===== src/rtl/mbx_pkg.sv =====
package mbx_pkg;
   localparam int SIG_SLOT = 16;

   typedef struct packed {
      logic dbl;
      logic phase_sel;
      logic fp_inv;
      logic ccs_en;
      logic sig_src;
   } mbx_cfg_t;
endpackage


===== src/rtl/mbx_timing.sv =====
module mbx_timing
   import mbx_pkg::*;
#(
   parameter int TOTAL_BITS = 1024,
   parameter int POS_W      = 10,
   parameter bit DBL_EN     = 1'b1
) (
   input  logic             clk,
   input  logic             rst_n,
   input  mbx_cfg_t         cfg,
   input  logic             fp_in,
   output logic             samp_en,
   output logic [POS_W-1:0] bit_pos,
   output logic             locked_o,
   output logic             align_err
);
   logic             dbl_on;
   logic             locked_q, phase_q, err_q;
   logic [POS_W-1:0] pos_q, cur_pos, nxt_pos;
   logic             fp_act, fp_look, fp_take, cur_phase, adv;

   generate
      if (DBL_EN) begin : g_dbl
         assign dbl_on = cfg.dbl;
      end else begin : g_single
         assign dbl_on = 1'b0;
      end
   endgenerate

   always_comb begin
      fp_act    = fp_in ^ cfg.fp_inv;
      fp_look   = !locked_q || !dbl_on || !phase_q;
      fp_take   = fp_act && fp_look;
      cur_pos   = fp_take ? '0 : pos_q;
      cur_phase = dbl_on && !fp_take && phase_q;
      adv       = !dbl_on || cur_phase;
      nxt_pos   = (cur_pos == POS_W'(TOTAL_BITS - 1)) ? '0 : cur_pos + POS_W'(1);
      samp_en   = (locked_q || fp_take) && (!dbl_on || (cur_phase == cfg.phase_sel));
   end

   always_ff @(posedge clk or negedge rst_n) begin
      if (!rst_n) begin
         locked_q <= 1'b0;
         phase_q  <= 1'b0;
         pos_q    <= '0;
         err_q    <= 1'b0;
      end else begin
         locked_q <= locked_q || fp_take;
         phase_q  <= dbl_on && !cur_phase;
         pos_q    <= adv ? nxt_pos : cur_pos;
         err_q    <= fp_take && locked_q && (pos_q != '0);
      end
   end

   assign bit_pos   = cur_pos;
   assign locked_o  = locked_q;
   assign align_err = err_q;


   resync_pos_chk: assert property (@(posedge clk) disable iff (!rst_n)
      (err_q && !dbl_on) |-> (pos_q == POS_W'(1)));
endmodule


===== src/rtl/mbx_deser.sv =====
module mbx_deser
   import mbx_pkg::*;
#(
   parameter int BYTE_W = 8,
   parameter int POS_W  = 10,
   parameter int LINES  = 2,
   localparam int BIT_W = $clog2(BYTE_W),
   localparam int IDX_W = POS_W - BIT_W
) (
   input  logic                         clk,
   input  logic                         rst_n,
   input  mbx_cfg_t                     cfg,
   input  logic                         samp_en,
   input  logic [POS_W-1:0]             bit_pos,
   input  logic [LINES-1:0]             ser_in,
   output logic                         byte_done,
   output logic [IDX_W-1:0]             byte_idx,
   output logic [LINES-1:0][BYTE_W-1:0] par_out
);
   genvar g;
   generate
      for (g = 0; g < LINES; g++) begin : g_line
         logic [BYTE_W-1:0] sh_q;
         always_ff @(posedge clk or negedge rst_n) begin
            if (!rst_n) sh_q <= '0;
            else if (samp_en) sh_q <= {sh_q[BYTE_W-2:0], ser_in[g]};
         end
         assign par_out[g] = {sh_q[BYTE_W-2:0], ser_in[g]};
      end
   endgenerate

   assign byte_done = samp_en && (bit_pos[BIT_W-1:0] == BIT_W'(BYTE_W - 1));
   assign byte_idx  = bit_pos[POS_W-1:BIT_W];


   one_sample_per_bit_chk: assert property (@(posedge clk) disable iff (!rst_n)
      (samp_en && cfg.dbl) |=> !samp_en);
endmodule


===== src/rtl/mbx_slot_out.sv =====
module mbx_slot_out
   import mbx_pkg::*;
#(
   parameter int BYTE_W = 8,
   parameter int LANES  = 4,
   parameter int SLOTS  = 32,
   localparam int IDX_W  = $clog2(LANES * SLOTS),
   localparam int LANE_W = $clog2(LANES),
   localparam int SLOT_W = $clog2(SLOTS)
) (
   input  logic              clk,
   input  logic              rst_n,
   input  mbx_cfg_t          cfg,
   input  logic [IDX_W-1:0]  offset,
   input  logic              byte_done,
   input  logic [IDX_W-1:0]  byte_idx,
   input  logic [BYTE_W-1:0] byte_data,
   input  logic [BYTE_W-1:0] byte_sig,
   output logic              ts_valid,
   output logic [SLOT_W-1:0] ts_num,
   output logic [BYTE_W-1:0] ts_data,
   output logic [BYTE_W-1:0] ts_sig
);
   logic [IDX_W-1:0]  rel;
   logic              mine, subst;
   logic [SLOT_W-1:0] slot;

   always_comb begin
      rel   = byte_idx - offset;
      mine  = (rel[LANE_W-1:0] == '0);
      slot  = rel[IDX_W-1:LANE_W];
      subst = !cfg.ccs_en && !cfg.sig_src && (slot == SLOT_W'(SIG_SLOT));
   end

   always_ff @(posedge clk or negedge rst_n) begin
      if (!rst_n) begin
         ts_valid <= 1'b0;
         ts_num   <= '0;
         ts_data  <= '0;
         ts_sig   <= '0;
      end else begin
         ts_valid <= byte_done && mine;
         if (byte_done && mine) begin
            ts_num  <= slot;
            ts_data <= subst ? byte_sig : byte_data;
            ts_sig  <= byte_sig;
         end
      end
   end


   sig_subst_chk: assert property (@(posedge clk) disable iff (!rst_n)
      (ts_valid && ts_num == SLOT_W'(SIG_SLOT) && $past(!cfg.ccs_en && !cfg.sig_src))
      |-> (ts_data == ts_sig));
endmodule


===== src/rtl/mbx_extract.sv =====
module mbx_extract
   import mbx_pkg::*;
#(
   parameter int BYTE_W = 8,
   parameter int LANES  = 4,
   parameter int SLOTS  = 32,
   parameter bit DBL_EN = 1'b1,
   localparam int IDX_W  = $clog2(LANES * SLOTS),
   localparam int SLOT_W = $clog2(SLOTS)
) (
   input  logic              clk,
   input  logic              rst_n,
   input  logic              cfg_double_rate,
   input  logic              cfg_phase_sel,
   input  logic              cfg_fp_invert,
   input  logic [IDX_W-1:0]  cfg_slot_offset,
   input  logic              cfg_ccs_en,
   input  logic              cfg_sig_src,
   input  logic              bus_fp,
   input  logic              bus_data,
   input  logic              bus_sig,
   output logic              ts_valid,
   output logic [SLOT_W-1:0] ts_num,
   output logic [BYTE_W-1:0] ts_data,
   output logic [BYTE_W-1:0] ts_sig,
   output logic              align_err
);
   localparam int TOTAL_BITS = LANES * SLOTS * BYTE_W;
   localparam int POS_W      = $clog2(TOTAL_BITS);
   localparam int BIT_W      = $clog2(BYTE_W);

   generate
      if (LANES < 2 || (1 << $clog2(LANES)) != LANES) begin : g_bad_lanes
         $error("LANES must be a power of two, at least 2");
      end
      if (SLOTS <= SIG_SLOT || (1 << SLOT_W) != SLOTS) begin : g_bad_slots
         $error("SLOTS must be a power of two above the signaling slot");
      end
      if (BYTE_W < 2 || (1 << BIT_W) != BYTE_W) begin : g_bad_byte
         $error("BYTE_W must be a power of two, at least 2");
      end
   endgenerate

   mbx_cfg_t                  cfg;
   logic                      samp_en, locked, byte_done;
   logic [POS_W-1:0]          bit_pos;
   logic [IDX_W-1:0]          byte_idx;
   logic [1:0][BYTE_W-1:0]    par;

   assign cfg = '{dbl: cfg_double_rate, phase_sel: cfg_phase_sel, fp_inv: cfg_fp_invert,
                  ccs_en: cfg_ccs_en, sig_src: cfg_sig_src};

   mbx_timing #(.TOTAL_BITS(TOTAL_BITS), .POS_W(POS_W), .DBL_EN(DBL_EN)) u_timing (
      .clk(clk), .rst_n(rst_n), .cfg(cfg), .fp_in(bus_fp),
      .samp_en(samp_en), .bit_pos(bit_pos), .locked_o(locked), .align_err(align_err)
   );

   mbx_deser #(.BYTE_W(BYTE_W), .POS_W(POS_W), .LINES(2)) u_deser (
      .clk(clk), .rst_n(rst_n), .cfg(cfg), .samp_en(samp_en), .bit_pos(bit_pos),
      .ser_in({bus_sig, bus_data}), .byte_done(byte_done), .byte_idx(byte_idx),
      .par_out(par)
   );

   mbx_slot_out #(.BYTE_W(BYTE_W), .LANES(LANES), .SLOTS(SLOTS)) u_out (
      .clk(clk), .rst_n(rst_n), .cfg(cfg), .offset(cfg_slot_offset),
      .byte_done(byte_done), .byte_idx(byte_idx), .byte_data(par[0]), .byte_sig(par[1]),
      .ts_valid(ts_valid), .ts_num(ts_num), .ts_data(ts_data), .ts_sig(ts_sig)
   );


   no_output_unlocked_chk: assert property (@(posedge clk) disable iff (!rst_n)
      !locked |=> !ts_valid);


   valid_strobe_chk: assert property (@(posedge clk) disable iff (!rst_n)
      ts_valid |=> !ts_valid);
endmodule


===== config.mk =====
export PLATFORM = sky130hd
export DESIGN_NAME = mbx_extract
export DESIGN_NICKNAME = d
export VERILOG_FILES = /design/src/rtl/mbx_pkg.sv /design/src/rtl/mbx_timing.sv /design/src/rtl/mbx_deser.sv /design/src/rtl/mbx_slot_out.sv /design/src/rtl/mbx_extract.sv
export SDC_FILE = /design/constraint.sdc
export NUM_CORES = 1
export LEC_CHECK = 0
export BUFFER_PORTS_ARGS = -buffer_cell sky130_fd_sc_hd__buf_2
export CORE_MARGIN = 1
export CORE_UTILIZATION = 54
export DETAILED_ROUTE_END_ITERATION = 12
export PLACE_DENSITY = 0.75
export SLEW_MARGIN = 20
export SYNTH_ARGS = -nofsm -noshare
export SYNTH_HDL_FRONTEND = slang
export SYNTH_SLANG_ARGS = --single-unit

===== constraint.sdc =====
create_clock -name clk -period 4.3 [get_ports clk]
set_input_delay 0.215 -clock clk [delete_from_list [all_inputs] [get_ports clk]]
set_output_delay 0.215 -clock clk [all_outputs]
set_load 0.03 [all_outputs]

==> impl_metrics.env <==
export IMPL_routedWlPerCell_um=14.5
export IMPL_antenna_cells=0
export IMPL_drtAntennaViolNets=0
export IMPL_synth_common_cells="nand2_1 (62), dfrtp_1 (49), nor2_1 (18), mux2_2 (14), inv_1 (12)"
export IMPL_cts_root_buf="clkbuf_8"
export IMPL_min_period_ps=3880
export IMPL_cts_sinks=49
export IMPL_synth_compound_area_share_pct=14.6
export IMPL_htreeDepth=2
export IMPL_vdd_drop_max_mv=0.333
export IMPL_place_hpwl_um=4130
export IMPL_yosysSeqAreaShare_pct=44.6
export IMPL_grt_pass1_vias=1982
export IMPL_ios=40
export IMPL_cts_inserted_buffers=5
export IMPL_cts_clk_slew_worst_paths_ps=90
export IMPL_fp_dieArea_um2=5380
export IMPL_post_synth_inst_count=290
export IMPL_finalWeightedCongestion=0.883
export IMPL_vias=2222
export IMPL_cts_tree="done"
export IMPL_fin_skew_ps=7.60
export IMPL_port_buffers=39
export IMPL_internal_power_uw=770
export IMPL_drcViolationCount=0
export IMPL_clock_path_buffers=2
export IMPL_fmax_mhz=258
export IMPL_clkPwrFrac_pct=31.1
export IMPL_holdWs_ps=153
export IMPL_rows=25
export IMPL_nets=350
export IMPL_cts_resized_gates=0
export IMPL_layout_drive_gt1_share_pct=25.2
export IMPL_initial_core_util_pct=57.0
export IMPL_netlist_top_cells_area="dfrtp_1 (45%), nand2_1 (8.5%), mux2_2 (5.7%), xnor2_1 (2.9%), o211ai_1 (2.7%)"
export IMPL_p_sw_share_pct=28.3
export IMPL_die_w_um=73.3
export IMPL_async_reset_ff_share_pct=100
export IMPL_muxShareOfSynthArea_pct=6.47
export IMPL_grt_first_pass_wirelength_um=9490
export IMPL_postSynthNetCount=312
export IMPL_routed_wl_um=5750
export IMPL_setup_violations=0
export IMPL_synthXorXnorAreaFrac_pct=4.78
export IMPL_crit_type="reg2reg"
export IMPL_worstPathMaxFanout=13
export IMPL_period_share_pct=90.2
export IMPL_synth_simple_area_share_pct=22.5
export IMPL_max_slew_worst_pin_slew_ps=886
export IMPL_grt_start_max_net_pins=50
export IMPL_p_comb_share_pct=17.5
export IMPL_synth_edff_count=0
export IMPL_outcome="completed"
export IMPL_synth_top_cell_area_share_pct=44.6
export IMPL_p_leak_nw=1.49
export IMPL_synth_warnings=0
export IMPL_powerDensity_nw_per_um2=348
export IMPL_report_final_hold_viol_count=0
export IMPL_core_um2=4820
export IMPL_synth_top_family_by_area="simple AND/OR/NAND/NOR gates"
export IMPL_syn_avg_cell_area_um2=9.47
export IMPL_slew_headroom_pct=40.7
export IMPL_cp_arrival_ps=4100
export IMPL_yosysMostFrequentCell="nand2_1"
export IMPL_finalMaxSlewViolations=0
export IMPL_synthFlopType="dfrtp_1"
export IMPL_crit_required_ps=4520
export IMPL_drt_iter0_markers=157
export IMPL_clock_latency_ps=310
export IMPL_grt_overflow=0
export IMPL_ys_seq_elements=49
export IMPL_power_share_sequential_pct=51.4
export IMPL_hp_class="in2reg"
export IMPL_grtUsageTotal_pct=23.3
export IMPL_synthAdderAreaFrac_pct=2.28
export IMPL_drt_pre_antenna_iters=4
export IMPL_syn_area_um2=2750
export IMPL_syn2layout_area_growth_pct=12.4
export IMPL_grt_antenna_before_repair=0
export IMPL_cp_end_kind="register"
export IMPL_grt_setup_unrepaired="no"
export IMPL_tns_ps=0
export IMPL_maxCapViolCount=0
export IMPL_die_h_um=73.3
export IMPL_viasPerCell=5.61
export IMPL_power_switching_uw=304
export IMPL_synth_largest_area_cell="dfrtp_1"
export IMPL_start_kind="register"
export IMPL_ys_types=51
what timing repair did:
item                                   in CTS  in global routing
endpoints found under the hold margin       0                 49
hold buffers                                0                  1
setup buffers                               0                  0
stage by stage:
stage / util [%] / worst slack (ps) / power (mW) / instance area, µm² / cells
2_1_floorplan: - / 865 / 0.685 / 2750 / 290
3_3_place_gp: 61.5 / 617 / 0.742 / 2960 / 387
3_5_place_dp: 61.5 / 488 / 0.747 / 2960 / 387
4_1_cts: 63.8 / 453 / 1.08 / 3080 / 395
5_1_grt: 64.1 / 189 / 1.12 / 3090 / 396
6_report: 64.1 / 422 / 1.07 / 3090 / 396
cells in the final DEF, fill, tap and decap left out, types with 3 or more instances in the layout:
cell type   n
a21oi_1     6
and2_1      3
and2_2      6
buf_2      38
buf_4       4
clkbuf_8    5
dfrtp_1    49
ha_1        5
inv_1      12
mux2_2     14
nand2_1    62
nand2b_1    3
nand3_1     8
nor2_1     18
nor2b_1     5
nor3_1      4
nor4_1      3
o211ai_1   10
o21ai_0     8
o41ai_1     8
or2_2       3
or2b_2      3
xnor2_1     9
xor2_1      6
worst max-delay path, cell delays in order (launching register included):
cell	delay (ps)
dfrtp_1	440
nand3_1	180
nand2_1	380
nand2_1	170
ha_1	250
inv_1	70
ha_1	240
or3b_1	390
nand3_1	120
o31ai_1	80
a2bb2oi_1	150
a2111o_1	520
or4_4	590
o211ai_1	210
power groups by stage:
stage / Combinational [mW] / Sequential, mW / Clock, mW
2_1_floorplan: 0.112 / 0.573 / 0
3_3_place_gp: 0.183 / 0.558 / 0
3_5_place_dp: 0.187 / 0.560 / 0
4_1_cts: 0.187 / 0.551 / 0.340
5_1_grt: 0.206 / 0.561 / 0.356
6_report: 0.188 / 0.552 / 0.334
path summary, 6_finish.rpt:
path	endpoint	from	slack, ps	cells after the start
min in group asynchronous	u_timing.pos_q[9]$_DFF_PN0_	rst_n	460	2
hold reg to reg	u_out.ts_num[1]$_DFFE_PN0P_	u_out.ts_num[1]$_DFFE_PN0P_	480	2
max in group asynchronous	u_out.ts_sig[4]$_DFFE_PN0P_	rst_n	3430	2
setup / recovery	u_out.ts_data[6]$_DFFE_PN0P_	u_timing.locked_o$_DFF_PN0_	420	13
hold / removal	u_deser.g_line[0].sh_q[0]$_DFFE_PN0P_	bus_data	150	2
setup reg to reg	u_out.ts_data[6]$_DFFE_PN0P_	u_timing.locked_o$_DFF_PN0_	420	13
cells by family (layout without fill, tap and decap cells):
| logic type | Yosys count | in the layout |
|---|---|---|
| AO/OA/AOI/OAI | 54 | 54 |
| XOR/XNOR | 15 | 15 |
| adder cells (fa/ha/maj) | 5 | 5 |
| buffers and inverters | 24 | 63 |
| flip-flops | 49 | 49 |
| multiplexers | 16 | 16 |
| AND/OR/NAND/NOR | 127 | 127 |
registers in the layout, summed over array words and instances, names as in the netlist:
| register | count |
|---|---|
| u_timing.phase_q | 1 |
| u_timing.locked_o | 1 |
| u_out.ts_sig | 8 |
| u_timing.pos_q | 10 |
| u_deser.g_line.sh_q | 14 |
| u_out.ts_valid | 1 |
| u_out.ts_num | 5 |
| u_timing.align_err | 1 |
| u_out.ts_data | 8 |
cell type report:
cell class	count	area, µm²
fill	437	1730
multi-input combinational	217	1390
sequential	49	1230
timing repair buffer	43	230
tap	67	83.8
clock buffer	5	68.8
inverter	12	45.0
clock inverter	3	43.8
metal layers:
layer / GRT usage (%) / part of all wire [%] / routed length [µm] / up-vias
met1: 34.9 / 51 / 2920 / 1066
li1: - / - / - / 1095
met3: 4.94 / 4.2 / 240 / 8
met4: 6.62 / 1.5 / 88 / 0
met2: 34.3 / 43 / 2500 / 53
met5: 0 / 0 / 0 / -
Note: power is estimated with default switching activity, not from simulation.
